$ cat src/rtl/hrpwm_pkg.sv
package hrpwm_pkg;
  parameter int unsigned HRPWM_CW_DEF = 10;
  parameter int unsigned HRPWM_DW_DEF = 6;
endpackage

$ cat src/rtl/hrpwm_timebase.sv
module hrpwm_timebase #(
  parameter int unsigned CW = 10,
  parameter int unsigned DW = 6
) (
  input  logic          clk_i,
  input  logic          rst_ni,
  output logic [CW-1:0] tick_q_o,
  output logic [DW-1:0] per_q_o,
  output logic [CW-1:0] tick_d_o,
  output logic [DW-1:0] per_d_o,
  output logic          wrap_o
);
  localparam logic [CW-1:0] TICK_MAX = {CW{1'b1}};
  localparam logic [DW-1:0] PER_MAX  = {DW{1'b1}};

  logic [CW-1:0] tick_q;
  logic [DW-1:0] per_q;
  logic          tick_last;

  assign tick_last = (tick_q == TICK_MAX);
  assign tick_d_o  = tick_last ? '0 : tick_q + 1'b1;
  assign per_d_o   = tick_last ? per_q + 1'b1 : per_q;
  assign wrap_o    = tick_last && (per_q == PER_MAX);

  // reset parks on the last position so the first edge enters a pattern start
  always_ff @(posedge clk_i or negedge rst_ni) begin
    if (!rst_ni) begin
      tick_q <= TICK_MAX;
      per_q  <= PER_MAX;
    end else begin
      tick_q <= tick_d_o;
      per_q  <= per_d_o;
    end
  end

  assign tick_q_o = tick_q;
  assign per_q_o  = per_q;

  AST_TICK_WRAP: assert property (@(posedge clk_i) disable iff (!rst_ni)
    (tick_q == TICK_MAX) |=> (tick_q == '0));
  AST_PER_HOLD: assert property (@(posedge clk_i) disable iff (!rst_ni)
    (tick_q != TICK_MAX) |=> $stable(per_q));
endmodule

$ cat src/rtl/hrpwm_duty_latch.sv
module hrpwm_duty_latch #(
  parameter int unsigned W = 16
) (
  input  logic         clk_i,
  input  logic         rst_ni,
  input  logic         load_i,
  input  logic [W-1:0] duty_i,
  input  logic         adv_i,
  output logic [W-1:0] duty_q_o,
  output logic [W-1:0] duty_d_o
);
  logic         pend_q;
  logic [W-1:0] pend_word_q;
  logic [W-1:0] duty_q;
  logic         take;

  assign take     = adv_i && pend_q;
  assign duty_d_o = take ? pend_word_q : duty_q;

  always_ff @(posedge clk_i or negedge rst_ni) begin
    if (!rst_ni) begin
      pend_q      <= 1'b0;
      pend_word_q <= '0;
      duty_q      <= '0;
    end else begin
      if (take) duty_q <= pend_word_q;
      if (load_i) begin
        pend_q      <= 1'b1;
        pend_word_q <= duty_i;
      end else if (take) begin
        pend_q <= 1'b0;
      end
    end
  end

  assign duty_q_o = duty_q;

  AST_DUTY_ONLY_AT_WRAP: assert property (@(posedge clk_i) disable iff (!rst_ni)
    !adv_i |=> $stable(duty_q));
endmodule

$ cat src/rtl/hrpwm_dither_sel.sv
module hrpwm_dither_sel #(
  parameter int unsigned CW = 10,
  parameter int unsigned DW = 6
) (
  input  logic [CW+DW-1:0] duty_i,
  input  logic [CW-1:0]    tick_i,
  input  logic [DW-1:0]    per_i,
  output logic             level_o
);
  logic [CW-1:0] coarse;
  logic [DW-1:0] dith;
  logic [DW-1:0] per_rev;
  logic          extra;
  logic          sat;
  logic [CW:0]   hi_ticks;

  assign coarse = duty_i[CW+DW-1:DW];
  assign dith   = duty_i[DW-1:0];

  for (genvar g = 0; g < DW; g++) begin : g_rev
    assign per_rev[g] = per_i[DW-1-g];
  end

  // bit reversal spreads the extended periods evenly over the pattern
  assign extra    = (dith > per_rev);
  assign sat      = &coarse;
  assign hi_ticks = {1'b0, coarse} + {{CW{1'b0}}, extra};
  assign level_o  = sat || ({1'b0, tick_i} < hi_ticks);
endmodule

$ cat src/rtl/hrpwm_gen.sv
module hrpwm_gen
  import hrpwm_pkg::*;
#(
  parameter int unsigned CW = HRPWM_CW_DEF,
  parameter int unsigned DW = HRPWM_DW_DEF
) (
  input  logic            clk_i,
  input  logic            rst_ni,
  input  logic [CW+DW-1:0] duty_i,
  input  logic            load_i,
  output logic            pwm_o,
  output logic            pat_start_o
);
  localparam int unsigned W = CW + DW;

  logic [CW-1:0] tick_q, tick_d;
  logic [DW-1:0] per_q, per_d;
  logic          wrap;
  logic [W-1:0]  duty_q, duty_d;
  logic          level_d;
  logic          pwm_q, start_q;

  hrpwm_timebase #(.CW(CW), .DW(DW)) u_tb (
    .clk_i   (clk_i),
    .rst_ni  (rst_ni),
    .tick_q_o(tick_q),
    .per_q_o (per_q),
    .tick_d_o(tick_d),
    .per_d_o (per_d),
    .wrap_o  (wrap)
  );

  hrpwm_duty_latch #(.W(W)) u_latch (
    .clk_i   (clk_i),
    .rst_ni  (rst_ni),
    .load_i  (load_i),
    .duty_i  (duty_i),
    .adv_i   (wrap),
    .duty_q_o(duty_q),
    .duty_d_o(duty_d)
  );

  // evaluate the next position so the pin is a clean register output
  hrpwm_dither_sel #(.CW(CW), .DW(DW)) u_sel (
    .duty_i (duty_d),
    .tick_i (tick_d),
    .per_i  (per_d),
    .level_o(level_d)
  );

  always_ff @(posedge clk_i or negedge rst_ni) begin
    if (!rst_ni) begin
      pwm_q   <= 1'b0;
      start_q <= 1'b0;
    end else begin
      pwm_q   <= level_d;
      start_q <= wrap;
    end
  end

  assign pwm_o       = pwm_q;
  assign pat_start_o = start_q;

  AST_RST_LOW: assert property (@(posedge clk_i)
    !rst_ni |-> (!pwm_o && !pat_start_o));
  AST_RISE_AT_TICK0: assert property (@(posedge clk_i) disable iff (!rst_ni)
    $rose(pwm_o) |-> (tick_q == '0));
  AST_ZERO_LOW: assert property (@(posedge clk_i) disable iff (!rst_ni)
    (duty_q == '0) |-> !pwm_o);
  AST_SAT_HIGH: assert property (@(posedge clk_i) disable iff (!rst_ni)
    (&duty_q[W-1:DW]) |-> pwm_o);
  AST_FLAG_POS: assert property (@(posedge clk_i) disable iff (!rst_ni)
    pat_start_o |-> ((tick_q == '0) && (per_q == '0)));
  AST_FLAG_PULSE: assert property (@(posedge clk_i) disable iff (!rst_ni)
    pat_start_o |=> !pat_start_o);
endmodule

$ cat config.mk
export PLATFORM = sky130hd
export DESIGN_NAME = hrpwm_gen
export DESIGN_NICKNAME = d
export VERILOG_FILES = /design/src/rtl/hrpwm_pkg.sv /design/src/rtl/hrpwm_timebase.sv /design/src/rtl/hrpwm_duty_latch.sv /design/src/rtl/hrpwm_dither_sel.sv /design/src/rtl/hrpwm_gen.sv
export SDC_FILE = /design/constraint.sdc
export NUM_CORES = 1
export LEC_CHECK = 0
export BUFFER_PORTS_ARGS = -buffer_cell sky130_fd_sc_hd__buf_4
export CORE_MARGIN = 3
export CORE_UTILIZATION = 55
export CTS_BUF_LIST = sky130_fd_sc_hd__clkbuf_8
export CTS_CLUSTER_SIZE = 40
export DETAILED_ROUTE_END_ITERATION = 6
export PLACE_DENSITY = 0.76
export SYNTH_ARGS = -nofsm -noshare
export SYNTH_HDL_FRONTEND = slang
export SYNTH_SLANG_ARGS = --single-unit
$ cat constraint.sdc
create_clock -name clk_i -period 14.8 [get_ports clk_i]
set_input_delay 0 -clock clk_i [delete_from_list [all_inputs] [get_ports clk_i]]
set_output_delay 0 -clock clk_i [all_outputs]
set_load 0.05 [all_outputs]
==> flow_summary.json <==
{
  "status": "complete, no violations",
  "cp_data_arrival_time_ns": 6.16,
  "final_layout_size_suffix_gt1_share_pct": 28.1,
  "diodes": 0,
  "rsz0062_at_grt": "no",
  "hpwl_mm": 3.75,
  "clock_sinks": 51,
  "async_flop_share_pct": 100,
  "slew_viol_final": 0,
  "worst_pin_slew_ns": 0.624,
  "place.gp.congestion": 0.862,
  "hold_violations": 0,
  "die-area_mm2": 0.00600,
  "overflow": 0,
  "num-nets-final": 322,
  "grt_pass1_vias": 1945,
  "cts_root_buf": "clkbuf_8",
  "design.portCount": 21,
  "synth_flop_cell": "dfrtp_1",
  "synth_seq_cells": 51,
  "syn_area_per_cell_um2": 11.4,
  "end_kind": "register",
  "cts_tree": "done",
  "ant_nets": 0,
  "clock.fmax_mhz": 168,
  "netlist_area_mm2": 0.00281,
  "row_count": 25,
  "period_needed_ns": 5.96,
  "hold_buffers": 17,
  "final_util_pct": 67.5,
  "slew_headroom_pct": 58.4,
  "start_util_pct": 58.3,
  "power.leakage_nw": 1.46,
  "cts_made_buffers": 5,
  "slowest_stage": "dfstp_2",
  "hold_class": "input pin to register",
  "antenna_found_initial": 0,
  "yosys_warnings": 0,
  "first_pass_iters": 4,
  "finalSetupTns_ns": 0,
  "cap_violations": 0,
  "numPlacedInstances": 327,
  "layout_commonest_cell": "dfrtp_1",
  "die_w_um": 77.5,
  "clk_latency_ns": 0.30,
  "track_usage_pct": 19.4,
  "cts_resized": 0,
  "final_cell_mix": "35 x dfrtp_1, 28 x mux2_2, 20 x nand2_1, 20 x buf_4, 19 x ha_1",
  "vias": 1911,
  "clock_skew_ns": 0.00567,
  "crit_chain": "ha_1 > nand3_1 > nor3_4 > nand4_4 > mux2_2 > ha_1 > nor2b_1 > o21ai_0 > nand2b_1 > a221oi_1 > a41oi_1 > ha_1 > ha_1 > nand3_1 > nor2_1 > xnor2_1 > nor2_1 > a21oi_1 > ha_1 > nand3_1 > or2_2 > a31oi_1 > a2111oi_0 > a211o_1",
  "io_buffers": 20,
  "h-tree-depth": 2,
  "path_max_fanout": 33,
  "period_share_pct": 40.3,
  "critPathRequiredTime_ns": 14.99,
  "p_total_mw": 0.247,
  "synth_cell_types": 43,
  "synth_edf_count": 0,
  "path_clk_slew_ns": 0.09,
  "ctsLongestPathBuffers": 2,
  "syn2layout_area_growth_pct": 15.8,
  "post_cts_buffers": 0,
  "cpPeakStageDelay_ns": 0.60,
  "grt_pass1_wl_mm": 9.16,
  "powerDensity_mw_per_mm2": 75.8,
  "drt-total-wl_mm": 5.18,
  "ys_seq_area_share_pct": 46.1,
  "grt_max_degree": 52,
  "r2r_slack_ns": 8.84,
  "setup_viol": 0,
  "finalNonFillerCells": 352,
  "core_area_mm2": 0.00482,
  "worst_setup_path_start_kind": "register",
  "path_common_cell": "ha_1",
  "syn-instance-count": 247,
  "die_y_um": 77.5,
  "drc": 0,
  "ir_worst_vdd_v": 0.0000659,
  "synthesis.nets": 285,
  "vias_per_cell": 5.43,
  "routedWlPerCell_um": 14.7,
  "path_class": "register to register",
  "initialDrtViolationCount": 98
}
[metal layers]
layer	share of wire, %	GRT usage (%)
met3	2.4	4.29
met4	1.0	5.34
met1	50	27.2
met5	0	0
met2	47	30.3
[logic make-up after synthesis]
| kind of cell | count (synthesis) | synth area share, % |
|---|---|---|
| and+or+nand+nor | 76 | 14.9 |
| DFF | 51 | 46.1 |
| muxes | 33 | 13.2 |
| AOI/OAI and AO/OA | 29 | 6.73 |
| xor gates and xnor gates | 25 | 7.80 |
| adders and majority gates | 19 | 8.46 |
| buffers and inverters | 14 | 2.76 |
[cell usage after synthesis (3+ instances only)]
library cell | number | area share [%]
a21oi_1 | 6 | 1.1
and2_1 | 3 | 0.67
and3_1 | 4 | 0.89
clkbuf_1 | 3 | 0.40
dfrtp_1 | 35 | 31
dfstp_2 | 16 | 15
ha_1 | 19 | 8.5
inv_1 | 7 | 0.94
mux2_2 | 28 | 11
mux2i_1 | 4 | 1.4
nand2_1 | 20 | 2.7
nand2b_1 | 4 | 0.89
nand3_1 | 12 | 2.1
nand4_1 | 8 | 1.8
nor2_1 | 11 | 1.5
o21ai_0 | 10 | 1.8
xnor2_1 | 13 | 4.1
xor2_1 | 12 | 3.7
[final timing paths]
kind                                                    start                             endpoint  cells past startpoint
worst max-delay path               u_tb.tick_q_o[0]$_DFF_PN1_                      pwm_o$_DFF_PN0_                     24
max in group asynchronous                              rst_ni       u_latch.duty_q_o[14]$_DFF_PN0_                      2
worst min register to register  u_latch.duty_q_o[1]$_DFF_PN0_        u_latch.duty_q_o[1]$_DFF_PN0_                      1
worst min-delay path                                   load_i  u_latch.pend_word_q[10]$_DFFE_PN0P_                      3
worst max register to register     u_tb.tick_q_o[0]$_DFF_PN1_                      pwm_o$_DFF_PN0_                     24
min in group asynchronous                              rst_ni                pat_start_o$_DFF_PN0_                      2
[layout make-up]
class,count,area [um2]
fillers,400,1570
multi-input cells,182,1440
flip-flops and latches,51,1300
repair buffers,37,320
well taps,67,83.8
clock buffers,5,68.8
inverters,7,26.3
clock inverters,3,21.3
[sequential cells by signal, summed over array words and instances (netlist names)]
register / count
u_latch.duty_q_o: 16
u_latch.pend_word_q: 16
u_tb.tick_q_o: 10
u_tb.per_q_o: 6
pat_start_o: 1
pwm_o: 1
u_latch.pend_q: 1
[worst max-delay path: cells and delay by family, from the launching register on]
kind                       cells  cell delay (ns)
AOI/OAI and AO/OA              7             1.05
adders and majority gates      5             1.53
and+or+nand+nor               10             2.09
DFF                            1             0.60
xor gates and xnor gates       1             0.12
muxes                          1             0.46
[power by group]
group,internal [mW],switching (mW)
Combinational,0.0110,0.00681
Sequential,0.144,0.00535
Clock,0.0333,0.0463
Total,0.188,0.0585
[per-stage QoR]
step | hold WS [ns] | cell area (um2) | setup WS [ns]
2_1_floorplan | -0.296 | 2810 | 9.58
3_3_place_gp | 0.0648 | 2990 | 9.01
3_5_place_dp | 0.0643 | 2990 | 8.78
4_1_cts | 0.0609 | 3250 | 8.79
5_1_grt | 0.0804 | 3250 | 8.25
6_report | 0.0753 | 3250 | 8.84
Power figures use the tool's default switching activity.
